==> config.mk <==
export PLATFORM = sky130hd
export DESIGN_NAME = cdr_lock_mode_ctrl
export DESIGN_NICKNAME = d
export VERILOG_FILES = /design/src/rtl/cdr_lock_pkg.sv /design/src/rtl/lock_src_arb.sv /design/src/rtl/track_sel_reg.sv /design/src/rtl/lock_flag_reg.sv /design/src/rtl/cdr_lock_mode_ctrl.sv
export SDC_FILE = /design/constraint.sdc
export NUM_CORES = 1
export LEC_CHECK = 0
export ABC_AREA = 1
export BUFFER_PORTS_ARGS = -buffer_cell sky130_fd_sc_hd__buf_2
export CELL_PAD_IN_SITES_DETAIL_PLACEMENT = 0
export CELL_PAD_IN_SITES_GLOBAL_PLACEMENT = 1
export CORE_AREA = 5 5 42 44
export CTS_CLUSTER_DIAMETER = 150
export DETAILED_ROUTE_END_ITERATION = 8
export DIE_AREA = 0 0 47 49
export GPL_ROUTABILITY_DRIVEN = 0
export PLACE_DENSITY = 0.36
export SYNTH_ARGS = -nofsm -noshare
export SYNTH_HDL_FRONTEND = slang
export SYNTH_SLANG_ARGS = --single-unit
==> constraint.sdc <==
create_clock -name clk -period 0.8 [get_ports clk]
set_clock_uncertainty 0.05 [all_clocks]
set_input_delay 0.12 -clock clk [delete_from_list [all_inputs] [get_ports clk]]
set_output_delay 0.12 -clock clk [all_outputs]
set_load 0.005 [all_outputs]
==> src/rtl/cdr_lock_pkg.sv <==
// Package: cdr_lock_pkg
// Holds the control-source encoding that the arbiter hands to the
// mode and flag registers. It assumes one source is active per cycle.
package cdr_lock_pkg;
    typedef enum logic [1:0] {
        SRC_AUTO     = 2'd0,
        SRC_MAN_REF  = 2'd1,
        SRC_MAN_DATA = 2'd2,
        SRC_PWRDN    = 2'd3
    } lock_src_e;
endpackage

==> src/rtl/lock_src_arb.sv <==
// Module: lock_src_arb
// Fixed-priority selection of the control source for this cycle:
// analog reset, then the data request, then the reference request,
// then automatic mode. Purely combinational; inputs are assumed to be
// synchronous to the controller clock.
module lock_src_arb
    import cdr_lock_pkg::*;
(
    input  logic      ana_rst,
    input  logic      lock_ref_req,
    input  logic      lock_data_req,
    output lock_src_e src
);
    // Priority decode of the three control inputs
    always_comb begin
        if (ana_rst)            src = SRC_PWRDN;
        else if (lock_data_req) src = SRC_MAN_DATA;
        else if (lock_ref_req)  src = SRC_MAN_REF;
        else                    src = SRC_AUTO;
    end
endmodule

==> src/rtl/track_sel_reg.sv <==
// Module: track_sel_reg
// Registers the tracking-mode select. Automatic mode picks data
// tracking only when both detector conditions hold in the sampled
// cycle. Assumes a synchronous active-low system reset.
module track_sel_reg
    import cdr_lock_pkg::*;
(
    input  logic      clk,
    input  logic      rst_n,
    input  lock_src_e src,
    input  logic      both_ok,
    output logic      track_data
);
    // Next tracking mode from the selected source
    always_ff @(posedge clk) begin
        if (!rst_n) begin
            track_data <= 1'b0;
        end else begin
            case (src)
                SRC_PWRDN:    track_data <= 1'b0;
                SRC_MAN_DATA: track_data <= 1'b1;
                SRC_MAN_REF:  track_data <= 1'b0;
                default:      track_data <= both_ok;
            endcase
        end
    end


    data_wins_chk: assert property (@(posedge clk) disable iff (!rst_n)
        (src == SRC_MAN_DATA) |=> track_data);

    pwrdn_ref_chk: assert property (@(posedge clk) disable iff (!rst_n)
        (src == SRC_PWRDN) |=> !track_data);

    man_ref_chk: assert property (@(posedge clk) disable iff (!rst_n)
        (src == SRC_MAN_REF) |=> !track_data);
endmodule

==> src/rtl/lock_flag_reg.sv <==
// Module: lock_flag_reg
// Registers the frequency-locked flag and the hold bit that keeps
// it high after manual data tracking until an analog reset. Assumes
// a synchronous active-low system reset.
module lock_flag_reg
    import cdr_lock_pkg::*;
(
    input  logic      clk,
    input  logic      rst_n,
    input  lock_src_e src,
    input  logic      both_ok,
    output logic      freq_locked
);
    logic hold_hi;

    // Hold bit: set by manual data tracking, cleared by analog reset
    always_ff @(posedge clk) begin
        if (!rst_n)                    hold_hi <= 1'b0;
        else if (src == SRC_PWRDN)     hold_hi <= 1'b0;
        else if (src == SRC_MAN_DATA)  hold_hi <= 1'b1;
    end

    // Locked flag update for each control source
    always_ff @(posedge clk) begin
        if (!rst_n) begin
            freq_locked <= 1'b0;
        end else begin
            case (src)
                SRC_PWRDN:    freq_locked <= 1'b0;
                SRC_MAN_DATA: freq_locked <= 1'b1;
                SRC_MAN_REF:  freq_locked <= freq_locked;
                default:      freq_locked <= hold_hi | both_ok;
            endcase
        end
    end


    ref_hold_chk: assert property (@(posedge clk) disable iff (!rst_n)
        (src == SRC_MAN_REF) |=> $stable(freq_locked));

    data_locked_chk: assert property (@(posedge clk) disable iff (!rst_n)
        (src == SRC_MAN_DATA) |=> freq_locked);

    pwrdn_clear_chk: assert property (@(posedge clk) disable iff (!rst_n)
        (src == SRC_PWRDN) |=> !freq_locked);

    sticky_chk: assert property (@(posedge clk) disable iff (!rst_n)
        (freq_locked && hold_hi && src != SRC_PWRDN) |=> freq_locked);
endmodule

==> src/rtl/cdr_lock_mode_ctrl.sv <==
// Module: cdr_lock_mode_ctrl
// Top of the clock recovery lock-mode controller. Arbitrates the
// manual requests against automatic mode and registers the mode
// select and locked flag. Assumes all inputs are synchronous to clk.
module cdr_lock_mode_ctrl
    import cdr_lock_pkg::*;
(
    input  logic clk,
    input  logic rst_n,
    input  logic ana_rst,
    input  logic lock_ref_req,
    input  logic lock_data_req,
    input  logic freq_in_ppm,
    input  logic phase_ready,
    output logic track_data,
    output logic freq_locked
);
    lock_src_e src;
    logic      both_ok;

    // Both detector conditions in the same sampled cycle
    assign both_ok = freq_in_ppm & phase_ready;

    lock_src_arb u_arb (
        .ana_rst       (ana_rst),
        .lock_ref_req  (lock_ref_req),
        .lock_data_req (lock_data_req),
        .src           (src)
    );

    track_sel_reg u_track (
        .clk        (clk),
        .rst_n      (rst_n),
        .src        (src),
        .both_ok    (both_ok),
        .track_data (track_data)
    );

    lock_flag_reg u_flag (
        .clk         (clk),
        .rst_n       (rst_n),
        .src         (src),
        .both_ok     (both_ok),
        .freq_locked (freq_locked)
    );


    track_implies_lock_chk: assert property (@(posedge clk) disable iff (!rst_n)
        track_data |-> freq_locked);

    auto_drop_chk: assert property (@(posedge clk) disable iff (!rst_n)
        (!ana_rst && !lock_ref_req && !lock_data_req && !(freq_in_ppm && phase_ready))
        |=> !track_data);
endmodule

# Word-level counts from Yosys, hierarchy flattened
# Index checks and enable logic that the tools add are counted.
[op_classes]
n_addsub = 0
multipliers = 0
div = 0
n_lt_le_gt_ge = 0
eq_ne = 3
shifts = 0
mux = 5
bitwise_logic = 3
reduce_logical = 2
[ops]
columns = ["cell", "count"]
rows = [
  ["$eq 2x2->1 const B", 2],
  ["$mux 2", 2],
  ["$reduce_or 2->1", 2],
  ["$pmux 1 s3", 1],
  ["$eq 2x1->1 const B", 1],
  ["$pmux 1 s2", 1],
  ["$and 1x1->1", 1],
  ["$mux 1", 1],
  ["$not 1->1", 1],
  ["$or 1x1->1", 1],
]
[totals]
regBits = 3
latchBits = 0
ram_bits = 0
romBits = 0
in_bits = 7
wordCells = 16
n_memories = 0

# Longest topological paths before layout
# Gate-level depths: netlist (run 1).
[depth]
ltp_word = 6
mapped_depth = 5
mapped_depth_nobuf = 5

# Modules after synthesis
# Synthesis (run 1) repeated with hierarchy kept, for this count alone.
[unflattened]
hier_cells = 27
area_unflattened_um2 = 153.9
[by_module_without_submodules]
columns = ["mod", "instances", "cells_per_inst", "area_each_um2", "seq_area_each_um2"]
rows = [
  ["lock_flag_reg", 1, 15, 92.6, 40.0],
  ["track_sel_reg", 1, 5, 35.0, 20.0],
  ["lock_src_arb", 1, 5, 18.8, 0.0],
  ["cdr_lock_mode_ctrl", 1, 2, 7.5, 0.0],
]

# Worst setup path before layout (run 1)
# Ideal clock, no wire load.
[synth_timing]
path_type = "register to register"
start = "register, netlist name u_flag.freq_locked"
end = "register u_flag.freq_locked"
setup_ns = 0.111
t_arrival_ns = 0.522
required_ns = 0.639
slack_ns = 0.117
stages_incl_launch_ff = 4
n_path_buf = 0
period_less_slack_ns = 0.683
cell_sequence = "dfxtp_1 nand3b_1 nand2_1 nor2_1"
[synth_rtl]
columns = ["item", "line", "source"]
rows = [
  ["to (signal assigned)", "lock_flag_reg.sv:31", "SRC_MAN_REF: freq_locked <= freq_locked;"],
  ["to (signal assigned)", "lock_flag_reg.sv:32", "default: freq_locked <= hold_hi | both_ok;"],
  ["to (decl)", "lock_flag_reg.sv:12", "output logic freq_locked"],
]

# Final worst setup path (run 1)
[layout_timing]
start = "register u_flag.freq_locked"
end = "output freq_locked"
[layout_rtl]
columns = ["item", "line", "source"]
rows = [
  ["to (decl)", "cdr_lock_mode_ctrl.sv:16", "output logic freq_locked"],
]
# No word-level cell between the ends.

==> PnR_summary.wiki, run 1 <==
{| class="wikitable"
! Metric !! Value
|-
| Final hold slack || 73.0 ps
|-
| Reported max-cap violation count || 0
|-
| Area delta synth->final || 66.7%
|-
| Period utilization || 1.02
|-
| Post-DRT Antenna Nets || 0
|-
| Syn_nets || 26
|-
| Required time at the worst-slack endpoint || 630 ps
|-
| Warning count from the yosys run || 0
|-
| Overall fraction of global-route tracks in use || 0.0379
|-
| Combinational family with the most area after synthesis || simple AND/OR/NAND/NOR gates
|-
| Tightest slew margin relative to the limit || 0.903
|-
| Core Box Area || 0.00140 mm2
|-
| Flip-flop and latch area || 61.3 um2
|-
| Upper clock frequency limit || 1220 MHz
|-
| Count of routing violations after the opening detailed-route iteration || 0
|-
| Unrepaired setup endpoints after global routing || yes
|-
| Synth Area in Compound Gates || 0.0952
|-
| Starting density of the core || 0.0938
|-
| Number of distinct library cells after synthesis || 8
|-
| Estimated wirelength of the detail-placed design || 299 um
|-
| Total overflow reported by the global router || 0
|-
| CP Launch Type || register
|-
| Top Family by Delay on Critical Path || flip-flops
|-
| Drc violations || 0
|-
| WL per Instance || 7.32 um
|-
| First drt pass iteration count || 1
|-
| Count of nets after finishing || 39
|-
| Placement Setup Slack || 60.7 ps
|-
| Number of global-route vias before repair || 152
|-
| Area of the mapped netlist || 131 um2
|-
| Fill cell total of the finished layout || 176
|-
| Skew-Pair Late Insertion Delay || 230 ps
|-
| Crit Path Category || register to output port
|-
| Synthesized-area fraction occupied by adder cells || 0
|-
| Part of the Yosys area used for sequential elements || 0.457
|-
| Fin. max-slew vios || 0
|-
| Data arrival time of the worst path || 650 ps
|-
| Most area-hungry cell type in the Yosys netlist || sky130_fd_sc_hd__dfxtp_1
|-
| Drt total wl || 344 um
|-
| Mux share of post-synthesis cell area || 0
|-
| Ratio of total power to cell area || 2160 mW/mm2
|-
| End-of-flow core utilization || 0.156
|-
| Initial antenna violation count || 0
|-
| Tightest Pin Transition || 145 ps
|-
| Pin count of the biggest net entering global routing || 4
|-
| Outcome || finished with violations
|-
| Post-synthesis async set-or-reset flop share || 0
|-
| Vias per inst || 3.13
|-
| Clock-pin slew on the worst setup and hold paths || 40 ps
|-
| Worst path bufs/invs || 1
|-
| Num ports || 9
|-
| Type of destination of the critical path || output port
|-
| Clock tree buffer depth || 2
|-
| Layout cells sized above 1 || 0.419
|-
| Clock tree from TritonCTS || yes
|-
| Worst ir drop on vdd || 575 uV
|-
| Hold/Removal Path Class || input port to register
|-
| Worst Setup Slack, final || -18.8 ps
|-
| Most instantiated flip-flop cell in the synthesis netlist || sky130_fd_sc_hd__dfxtp_1
|-
| Top cells by area in the synthesized netlist || sky130_fd_sc_hd__dfxtp_1 (46%), sky130_fd_sc_hd__nand2_1 (17%), sky130_fd_sc_hd__inv_1 (8.6%), sky130_fd_sc_hd__nor2_1 (8.6%), sky130_fd_sc_hd__nand3b_1 (5.7%)
|-
| Vias after detailed routing || 147
|-
| Die Footprint || 0.00230 mm2
|-
| Number of port buffers || 8
|-
| Maximum cell stage delay along the critical path || 300 ps
|-
| Area share of the largest cell type after synthesis || 0.457
|-
| Cell with the largest stage delay on the worst path || sky130_fd_sc_hd__dfxtp_2
|-
| Most common library cells after synthesis || sky130_fd_sc_hd__nand2_1 (6), sky130_fd_sc_hd__dfxtp_1 (3), sky130_fd_sc_hd__inv_1 (3), sky130_fd_sc_hd__nor2_1 (3)
|-
| Num Clock Sinks || 3
|-
| TritonCTS Buffers || 3
|-
| Global-route wire length before repair || 579 um
|-
| Finish-stage setup viols || 1
|-
| Total Power Consumption || 0.000473 W
|-
| Clock Root Buffer || sky130_fd_sc_hd__clkbuf_4
|-
| Htree depth || 1
|-
| Dominant cell by count in the synthesized netlist || sky130_fd_sc_hd__nand2_1
|-
| Total number of placement rows || 14
|-
| CP cell instances || buf_2
|-
| Worst-path maximum fanout || 2
|-
| Overall die height || 49 um
|-
| Number of synthesized flops with an enable pin || 0
|-
| Leakage power || 0.115 nW
|-
| Failing checks || setup timing
|-
| Chip Width || 47 um
|-
| Multi-input gate area || 60.1 um2
|-
| Number of hold-slack violations in the final timing report || 0
|-
| Post-synthesis area per instance || 6.91 um2
|-
| Synth Area in Simple Gates || 0.362
|-
| XOR/XNOR Fraction of Synth Area || 0
|-
| Gate count after technology mapping || 19
|-
| Synthesized flop and latch total || 3
|-
| Antenna diode count || 0
|-
| Final worst path period need || 819 ps
|}
## routing by layer
layer	vias up	wire length (um)	track usage	part of all wire
met1	62	105	0.0306	0.31
met4	0	0	0.0415	0
li1	82	-	-	-
met3	0	27	0.0258	0.078
met2	3	211	0.0543	0.61
met5	-	0	0	0
## cells in the final DEF (no fill, tap or decap)
cell type / Yosys / final
sky130_fd_sc_hd__o21a_1: 1 / 1
sky130_fd_sc_hd__a21oi_1: 1 / 1
sky130_fd_sc_hd__clkbuf_4: 0 / 3
sky130_fd_sc_hd__nand2_1: 6 / 6
sky130_fd_sc_hd__buf_2: 0 / 8
sky130_fd_sc_hd__inv_1: 3 / 3
sky130_fd_sc_hd__dfxtp_2: 0 / 1
sky130_fd_sc_hd__nor2_1: 3 / 3
sky130_fd_sc_hd__clkbuf_1: 0 / 1
sky130_fd_sc_hd__nor2_2: 1 / 1
sky130_fd_sc_hd__dfxtp_1: 3 / 2
sky130_fd_sc_hd__nand3b_1: 1 / 1
## state kept, by name, indices dropped and copies added, names as in the netlist
register	flops
u_flag.freq_locked	1
u_flag.hold_hi	1
u_track.track_data	1
## power by group
part            total, W  switching [W]  internal (W)
combinational  0.0000487      0.0000238     0.0000250
clock           0.000263      0.0000758      0.000187
sequential      0.000162     0.00000241      0.000159
total           0.000473       0.000102      0.000371
## metrics by stage
step | cell area (um2) | setup TNS (ps) | cells
final | 219 | -18.8 | 47
after global routing | 219 | -73.5 | 47
after CTS | 218 | -43.6 | 47
after detailed placement | 191 | 0 | 43
after global placement | 191 | 0 | 43
after floorplan | 131 | 0 | 19
## what timing repair did
action / in CTS / in global routing
hold endpoints to repair: 0 / 0
hold buffers: 0 / 0
setup buffers: 0 / 0
endpoints found under the setup margin: 2 / 2
resized for setup: 0 / 1
pin swaps: 0 / 0
## worst paths after layout
path | from | endpoint | slack (ps) | cells past startpoint
max | u_flag.freq_locked$_SDFFE_PN0P_ | freq_locked | -20 | 1
min | lock_data_req | u_flag.hold_hi$_SDFFE_PP0N_ | 70 | 2
max reg2reg | u_flag.freq_locked$_SDFFE_PN0P_ | u_flag.freq_locked$_SDFFE_PN0P_ | 110 | 3
min reg2reg | u_flag.hold_hi$_SDFFE_PP0N_ | u_flag.hold_hi$_SDFFE_PP0N_ | 410 | 1
## logic make-up (layout without fill, tap and decap cells)
family          after synthesis  in the layout
compound gates                2              2
buf+inv                       3             15
flops                         3              3
simple gates                 11             11
## layout make-up
type,instances,area share
Sequential cell,3,0.280
Inverter,3,0.0514
Multi-Input combinational cell,13,0.274
Clock buffer,4,0.120
Timing Repair Buffer,8,0.183
Tap cell,16,0.0914
Power figures use the tool's default switching activity.
==> run 2: changes to the inputs <==
- PLACE_DENSITY: 0.36 -> 0.4
==> PnR_summary.wiki, run 2 (same netlist as run 1, synthesis figures left out) <==
{| class="wikitable"
! Metric !! Value
|-
| Die Footprint || 0.00230 mm2 (unchanged)
|-
| Critical path depth || 1 (unchanged)
|-
| Count of nets after finishing || 39 (unchanged)
|-
| Drt total wl || 343 um (-0.29%)
|-
| Number of global-route vias before repair || 157 (+3.3%)
|-
| Num Clock Sinks || 3 (unchanged)
|-
| Pin count of the biggest net entering global routing || 4 (unchanged)
|-
| Endpoint of the worst register-to-register path || u_flag.freq_locked$_SDFFE_PN0P_
|-
| Top Family by Delay on Critical Path || flip-flops
|-
| Final worst path period need || 816 ps (-3.24 ps)
|-
| Total Power Consumption || 0.000474 W (+0.34%)
|-
| Period utilization || 1.02 (-0.00405)
|-
| Number of hold-slack violations in the final timing report || 0 (unchanged)
|-
| Core Box Area || 0.00140 mm2 (unchanged)
|-
| Multi-input gate area || 60.1 um2 (unchanged)
|-
| Clock-pin slew on the worst setup and hold paths || 40 ps (about the same)
|-
| Total overflow reported by the global router || 0 (unchanged)
|-
| Htree depth || 1 (unchanged)
|-
| Leakage power || 0.116 nW (+0.96%)
|-
| Clock tree buffer depth || 2 (unchanged)
|-
| Chip Width || 47 um (unchanged)
|-
| Final setup TNS || -15.5 ps (+3.24 ps)
|-
| Maximum cell stage delay along the critical path || 310 ps (about the same)
|-
| Reported max-cap violation count || 0 (unchanged)
|-
| Fill cell total of the finished layout || 174 (-1.1%)
|-
| Overall fraction of global-route tracks in use || 0.0408 (+0.00284)
|-
| Finish-stage setup viols || 1 (unchanged)
|-
| Total number of placement rows || 14 (unchanged)
|-
| Count of routing violations after the opening detailed-route iteration || 2 (+2)
|-
| Crit Path Category || register to output port
|-
| Overall die height || 49 um (unchanged)
|-
| Placement Setup Slack || 60.2 ps (-0.526 ps)
|-
| Worst-path maximum fanout || 2 (unchanged)
|-
| Worst path bufs/invs || 1 (unchanged)
|-
| Worst Setup Slack, final || -15.5 ps (+3.24 ps)
|-
| Critical path capture point || freq_locked
|-
| Skew-Pair Late Insertion Delay || 230 ps (about the same)
|-
| Commonest non-fill, non-tap cell in the layout || sky130_fd_sc_hd__buf_2
|-
| Outcome || finished with violations
|-
| Type of destination of the critical path || output port
|-
| Reg2Reg Launch Point || u_flag.freq_locked$_SDFFE_PN0P_
|-
| Layout cells sized above 1 || 0.419 (unchanged)
|-
| Tightest Pin Transition || 136 ps (-8.37 ps)
|-
| Vias per inst || 3.15 (+0.68%)
|-
| Tightest slew margin relative to the limit || 0.909 (+0.00559)
|-
| Design area || 225 um2 (+2.9%)
|-
| Number of cells on the worst reg-to-reg path || 3 (unchanged)
|-
| WL per Instance || 7.30 um (-0.29%)
|-
| # Post-CTS Setup Buffers || 0 (unchanged)
|-
| Num ports || 9 (unchanged)
|-
| CP Launch Type || register
|-
| Registers with the most flip-flops || u_flag.freq_locked (1), u_flag.hold_hi (1), u_track.track_data (1)
|-
| Placed instance area || 191 um2 (unchanged)
|-
| Upper clock frequency limit || 1230 MHz (+0.40%)
|-
| Clock Root Buffer || sky130_fd_sc_hd__clkbuf_4
|-
| Antenna diode count || 0 (unchanged)
|-
| Fin. max-slew vios || 0 (unchanged)
|-
| Post-DRT Antenna Nets || 0 (unchanged)
|-
| CP cell instances || buf_6
|-
| Global-route wire length before repair || 600 um (+3.6%)
|-
| Hold/Removal Path Class || input port to register
|-
| Hold-fix buffer count after cts || 0 (unchanged)
|-
| TritonCTS Buffers || 3 (unchanged)
|-
| Worst ir drop on vdd || 605 uV (+5.1%)
|-
| Unrepaired setup endpoints after global routing || yes
|-
| Number of port buffers || 8 (unchanged)
|-
| Drc violations || 0 (unchanged)
|-
| Data arrival time of the worst path || 650 ps (about the same)
|-
| Final hold slack || 74.8 ps (+1.81 ps)
|-
| Initial antenna violation count || 0 (unchanged)
|-
| Ratio of total power to cell area || 2110 mW/mm2 (-2.4%)
|-
| Required time at the worst-slack endpoint || 630 ps (about the same)
|-
| Cell with the largest stage delay on the worst path || sky130_fd_sc_hd__dfxtp_2
|-
| Flip-flop and latch area || 61.3 um2 (unchanged)
|-
| Clock tree from TritonCTS || yes
|-
| Failing checks || setup timing
|-
| Most used cells in the layout excluding fill and tap cells || sky130_fd_sc_hd__buf_2 (7), sky130_fd_sc_hd__nand2_1 (6), sky130_fd_sc_hd__inv_1 (3), sky130_fd_sc_hd__nor2_1 (3), sky130_fd_sc_hd__clkbuf_4 (3)
|-
| First drt pass iteration count || 2 (+1)
|-
| R2R setup slack || 90 ps (-20 ps)
|-
| Vias after detailed routing || 148 (+0.68%)
|-
| Beginning of the critical path || u_flag.freq_locked$_SDFFE_PN0P_
|-
| Area delta synth->final || 71.4%
|-
| Starting density of the core || 0.0938 (unchanged)
|}
run 2: layout make-up:
cell class,count,share of cell area
well taps,16,0.0889
repair buffers,8,0.206
flip-flops and latches,3,0.272
inverters,3,0.0500
multi-input cells,13,0.267
clock buffers,4,0.117
run 2: worst min-delay path by stage:
stage                  startpoint                     endpoint  slack, ps  depth (start not counted)
floorplan           lock_data_req  u_flag.hold_hi$_SDFFE_PP0N_        180                          1
global placement    lock_data_req  u_flag.hold_hi$_SDFFE_PP0N_        320                          2
detailed placement  lock_data_req  u_flag.hold_hi$_SDFFE_PP0N_        310                          2
CTS                 lock_data_req  u_flag.hold_hi$_SDFFE_PP0N_         70                          2
global route        lock_data_req  u_flag.hold_hi$_SDFFE_PP0N_         80                          2
finish              lock_data_req  u_flag.hold_hi$_SDFFE_PP0N_         70                          2
run 2: stage by stage:
stage	util	cells
after floorplan	-	19
after global placement	0.137	43
after detailed placement	0.137	43
after CTS	0.155	47
after global routing	0.161	47
final	0.161	47
run 2: metal layers:
layer	part of all wire	global-route usage	vias to the layer above
met4	0	0.0553	0
met3	0.050	0.0221	0
met2	0.59	0.0498	3
met1	0.36	0.0394	63
met5	0	0	-
li1	-	-	82
run 2: repair_timing:
item | CTS | global route
resized for setup | 0 | 2
endpoints found under the hold margin | 0 | 0
endpoints found under the setup margin | 2 | 2
run 2: power breakdown:
part / internal, W / switching (W)
clock network: 0.000187 / 0.0000731
registers: 0.000159 / 0.00000328
logic: 0.0000282 / 0.0000242
total: 0.000374 / 0.000100
